## src/rtl/ifu_pkg.sv

```systemverilog
package ifu_pkg;
    localparam int unsigned INSTR_W  = 32;
    localparam int unsigned BYTE_OFS = 2;
    localparam int unsigned PC_W     = INSTR_W - BYTE_OFS;
    localparam int unsigned IMM_W    = 16;
    localparam int unsigned TGT_W    = 26;

    typedef logic [PC_W-1:0]    word_addr_t;
    typedef logic [INSTR_W-1:0] instr_t;

    typedef struct packed {
        word_addr_t pc;
    } fetch_state_t;
endpackage

```

## src/rtl/ifu_imem.sv

```systemverilog
module ifu_imem #(
    parameter int unsigned AW = 6,
    parameter int unsigned DW = 32
) (
    input  logic          clk,
    input  logic          we_i,
    input  logic [AW-1:0] waddr_i,
    input  logic [DW-1:0] wdata_i,
    input  logic [AW-1:0] raddr_i,
    output logic [DW-1:0] rdata_o
);
    localparam int unsigned DEPTH = 1 << AW;

    logic [DW-1:0] mem_q [DEPTH];

    always_ff @(posedge clk) begin
        if (we_i) begin
            mem_q[waddr_i] <= wdata_i;
        end
    end

    // Combinational read: the address settles, then the data follows.
    assign rdata_o = mem_q[raddr_i];
endmodule

```

## src/rtl/ifu_next_pc.sv

```systemverilog
module ifu_next_pc
    import ifu_pkg::*;
(
    input  word_addr_t       pc_i,
    input  logic [IMM_W-1:0] imm_i,
    input  logic [TGT_W-1:0] target_i,
    input  logic             take_branch_i,
    input  logic             zero_i,
    input  logic             jump_i,
    output word_addr_t       pc_next_o
);
    localparam int unsigned EXT_W = PC_W - IMM_W;
    localparam int unsigned HI_W  = PC_W - TGT_W;

    logic       redirect;
    word_addr_t offset;
    word_addr_t add_b;
    word_addr_t add_sum;
    word_addr_t incr;
    word_addr_t jump_pc;

    always_comb begin
        redirect = take_branch_i & zero_i;
        offset   = {{EXT_W{imm_i[IMM_W-1]}}, imm_i};
        add_b    = redirect ? offset : '0;
        // One adder, carry-in tied high: pc + 1 or pc + 1 + offset.
        add_sum  = pc_i + add_b + word_addr_t'(1);
        incr     = pc_i + word_addr_t'(1);
    end

    generate
        if (HI_W > 0) begin : g_splice
            assign jump_pc = {incr[PC_W-1 -: HI_W], target_i};
        end else begin : g_target_only
            assign jump_pc = target_i[PC_W-1:0];
        end
    endgenerate

    assign pc_next_o = jump_i ? jump_pc : add_sum;
endmodule

```

## src/rtl/ifu_fetch_unit.sv

```systemverilog
module ifu_fetch_unit
    import ifu_pkg::*;
#(
    parameter int unsigned IMEM_AW = 6
) (
    input  logic               clk,
    input  logic               rst,
    input  logic               take_branch_i,
    input  logic               zero_i,
    input  logic               jump_i,
    input  logic               load_we_i,
    input  logic [IMEM_AW-1:0] load_addr_i,
    input  logic [31:0]        load_data_i,
    output logic [31:0]        iaddr_o,
    output logic [31:0]        instr_o
);
    fetch_state_t st_d, st_q;
    word_addr_t   pc_next;
    instr_t       fetched;

    ifu_imem #(.AW(IMEM_AW), .DW(INSTR_W)) u_imem (
        .clk     (clk),
        .we_i    (load_we_i),
        .waddr_i (load_addr_i),
        .wdata_i (load_data_i),
        .raddr_i (st_q.pc[IMEM_AW-1:0]),
        .rdata_o (fetched)
    );

    ifu_next_pc u_next (
        .pc_i          (st_q.pc),
        .imm_i         (fetched[IMM_W-1:0]),
        .target_i      (fetched[TGT_W-1:0]),
        .take_branch_i (take_branch_i),
        .zero_i        (zero_i),
        .jump_i        (jump_i),
        .pc_next_o     (pc_next)
    );

    always_comb begin
        st_d = st_q;
        if (rst) begin
            st_d.pc = '0;
        end else begin
            st_d.pc = pc_next;
        end
    end

    always_ff @(posedge clk) begin
        st_q <= st_d;
    end

    assign iaddr_o = {st_q.pc, {BYTE_OFS{1'b0}}};
    assign instr_o = fetched;

    // Byte-level view of the targets, built from the ports only.
    logic [31:0] a_plus4;
    logic [31:0] a_boff;
    assign a_plus4 = iaddr_o + 32'd4;
    assign a_boff  = {{14{instr_o[15]}}, instr_o[15:0], 2'b00};

    p_reset_zero_r1: assert property (@(posedge clk)
        rst |=> (iaddr_o == 32'd0));

    p_step_word_r3: assert property (@(posedge clk) disable iff (rst)
        (!jump_i && !(take_branch_i && zero_i)) |=> (iaddr_o == $past(a_plus4)));

    p_branch_target_r4: assert property (@(posedge clk) disable iff (rst)
        (!jump_i && take_branch_i && zero_i) |=> (iaddr_o == $past(a_plus4 + a_boff)));

    p_jump_splice_r6: assert property (@(posedge clk) disable iff (rst)
        jump_i |=> (iaddr_o[27:2] == $past(instr_o[25:0])
                    && iaddr_o[31:28] == $past(a_plus4[31:28])));

    p_align_r2: assert property (@(posedge clk) disable iff (rst)
        1'b1 |=> (iaddr_o[1:0] == $past(iaddr_o[1:0])));
endmodule

```

## config.mk

```make
export PLATFORM = sky130hd
export DESIGN_NAME = ifu_fetch_unit
export DESIGN_NICKNAME = d
export VERILOG_FILES = /design/src/rtl/ifu_pkg.sv /design/src/rtl/ifu_imem.sv /design/src/rtl/ifu_next_pc.sv /design/src/rtl/ifu_fetch_unit.sv
export SDC_FILE = /design/constraint.sdc
export NUM_CORES = 2
export LEC_CHECK = 0
export ABC_AREA = 1
export ABC_CLOCK_PERIOD_IN_PS = 5900
export BUFFER_PORTS_ARGS = -buffer_cell sky130_fd_sc_hd__buf_2
export CAP_MARGIN = 40
export CORE_ASPECT_RATIO = 1.1
export CORE_MARGIN = 1.5
export CORE_UTILIZATION = 35
export DETAILED_ROUTE_END_ITERATION = 16
export PLACE_DENSITY_LB_ADDON = 0.05
export RECOVER_POWER = 25
export SLEW_MARGIN = 20
export SYNTH_ARGS = -nofsm -noshare
export SYNTH_HDL_FRONTEND = slang
export SYNTH_SLANG_ARGS = --single-unit
```

## constraint.sdc

```tcl
create_clock -name clk -period 5.9 [get_ports clk]
set_clock_uncertainty 0.2 [all_clocks]
set_input_delay 0.295 -clock clk [delete_from_list [all_inputs] [get_ports clk]]
set_output_delay 0.295 -clock clk [all_outputs]
set_load 0.005 [all_outputs]
```

==> metrics.txt <==
outcome=finished with violations; failing checks=capacitance limit, slew limit; syn avg cell area=13.2 sq um; ys flop type=edfxtp_1; Ports=108; Skew-Pair Late Insertion Delay=880 ps; max-slew violations=1666; crit end category=register; crit start category=register; Initial DRT Pass Iterations=5; MaxCap Viol Count=31; Vias=53900; die width=468 microns; DR DRC count=0; Setup-failing EPs final=0; Leak Pwr=30.9 nW; Worst Path Arrival=6170 ps; Synth top cells by count=edfxtp_1 (2048), nor2_1 (1125), o21ai_0 (986); post-synth top area share=73.9%; WHS=241 ps; Mapped Area=83200 sq um; Crit Path Category=register to register; Die Y=514 microns; Final min period=5570 ps; Final #Nets=6596; clock slew at reported path FFs=70 ps; Reg2Reg Depth=19; PortBufs=105; HPWL after DPL=166 mm; fmax=0.180 GHz; Area contributors post-synth=edfxtp_1 (74%), o21ai_0 (5.9%), nor2_1 (5.1%); dominant cell type by area after synthesis=edfxtp_1; DRT Wirelength=293 mm; crit-path max FO=124; WL/cell=29.8 microns; Core ar.=236000 sq um; Synth async-reset ratio=0%; GP Congestion=0.885; CTS max path bufs=3; ANT nets after route=0; root buf cell=clkbuf_16; most frequent cell after synthesis=edfxtp_1; worst min path class=input pin to register; vias in the first global route=52600; Fillers=22000; vias per std cell=5.48; gr usage total=24.0%; Peak VDD IR=0.000425 V; layout cells sized above 1=11.4%; CTS H-tree depth=4; post-CTS setup buffers=0; Post-synth EDFFs=2048; Seq/Total Area, Yosys=74.7%; Final Hold Viols=0; unique cell type count in the Yosys netlist=48; Final period util=94.4%; CTS buffer count=224; Worst Hold Depth=8; GRT overflow=0; fin cells=9826; flops & latches, synth=2078; Placement Rows=187; clk sinks=2078; Syn-to-layout area delta=15.3%; Post-Syn Instances=6302; placed cells=9358; Worst Tran Pin Value=3700 ps; synth warn=0; drt first-iter violations=4974; Initial Utilization=35.2%; slew margin rel.=-146%; Power Density=472 nW/um^2; largest net degree at the start of global routing=171; CTS tree=done; initial antenna violation count=11; first-pass GRT wire length=410 mm; WP data required=6500 ps; Die Footprint=241000 sq um
==> routing by layer <==
layer | up-vias | share of wire [%] | GRT usage, % | wire length, microns
met5 | - | 0.0048 | 0 | 14
met2 | 1466 | 48 | 40.0 | 142000
li1 | 24100 | - | - | -
met1 | 27900 | 45 | 32.9 | 131000
met3 | 334 | 4.8 | 3.33 | 14100
met4 | 4 | 2.1 | 6.03 | 6160
==> repair_timing <==
action	in CTS	in global routing
hold endpoints to repair	2269	0
endpoints found under the setup margin	0	1
hold buffers	46	0
resized for setup	0	4
==> state kept, by name, indices dropped and copies added, names as in the netlist <==
signal,count
st_q,30
u_imem.mem_q,2048
==> layout by cell type, fill, tap and decap left out, drive strengths merged, types with 2 or more instances in the layout <==
master	n
dfxtp	30
or2	4
a21oi	122
nand2	423
xnor2	6
diode	7
nor2	1128
o221ai	194
clkbuf	307
nor4	10
inv	94
o21ai	1050
buf	352
clkinv	112
nand3	289
o21bai	11
dlygate4sd3	46
xor2	11
a31oi	13
bufinv	15
nand4	39
clkinvlp	3
nor3	6
o22ai	290
a21o	4
ha	29
edfxtp	2048
conb	2
o211ai	56
==> cells by family (layout without fill, tap and decap cells) <==
kind of cell / count (synthesis) / count (layout) / synth area share (%)
compound gates: 1745 / 1745 / 12.1
xor+xnor: 17 / 17 / 0.179
fa+ha+maj: 30 / 30 / 0.460
buf+inv: 531 / 929 / 3.34
flops: 2078 / 2078 / 74.7
other cells: 1 / 9 / 0.00451
simple gates: 1900 / 1900 / 9.25
==> final timing paths <==
check                 from        to  slack [ps]
setup / recovery   st_q[0]  st_q[19]         330
hold / removal      zero_i  st_q[29]         240
setup reg to reg   st_q[0]  st_q[19]         330
hold reg to reg   st_q[29]  st_q[29]         470
==> power breakdown <==
part           internal, mW  leakage, nW  switching, mW
registers              16.4         18.7          0.246
logic                  3.99         8.85           10.9
clock network          7.67         3.42           5.92
total                  28.1         30.9           17.1
==> worst max-delay path, stage by stage (launching register included) <==
cell	delay (ps)
dfxtp_4	570
clkinv_16	280
buf_4	430
buf_4	210
o21ai_0	160
o221ai_1	130
o211ai_1	170
nand3_1	290
nand2_1	290
a31oi_1	230
ha_1	450
nand2_1	130
nor4_1	470
nand3_1	210
nand3_1	170
nand2_1	60
nand3_1	80
nand2_1	80
nor2_1	80
dlygate4sd3_1	560
==> metrics by stage <==
step           worst slack (ps)  instance area (sq um)  utilization (%)  total power [mW]  TNS [ps]
2_1_floorplan              1280                  83200                -              25.4         0
3_3_place_gp                779                  88000             37.3              32.0         0
3_5_place_dp                790                  88500             37.5              32.0         0
4_1_cts                     380                  95900             40.6              45.6         0
5_1_grt                   -23.3                  95900             40.6              47.2     -23.3
6_report                    329                  95900             40.6              45.2         0
==> cell type report <==
type,count,area (sq um),share of cell area [%]
Antenna cell,7,17.5,0.0183
Multi-Input combinational cell,3694,18800,19.6
Sequential cell,2078,62100,64.8
Clock buffer,273,5850,6.10
Clock inverter,132,1090,1.14
Tap cell,3118,3900,4.07
Timing Repair Buffer,432,3700,3.86
Inverter,92,398,0.415
No activity file was read; power rests on OpenSTA's default activity.
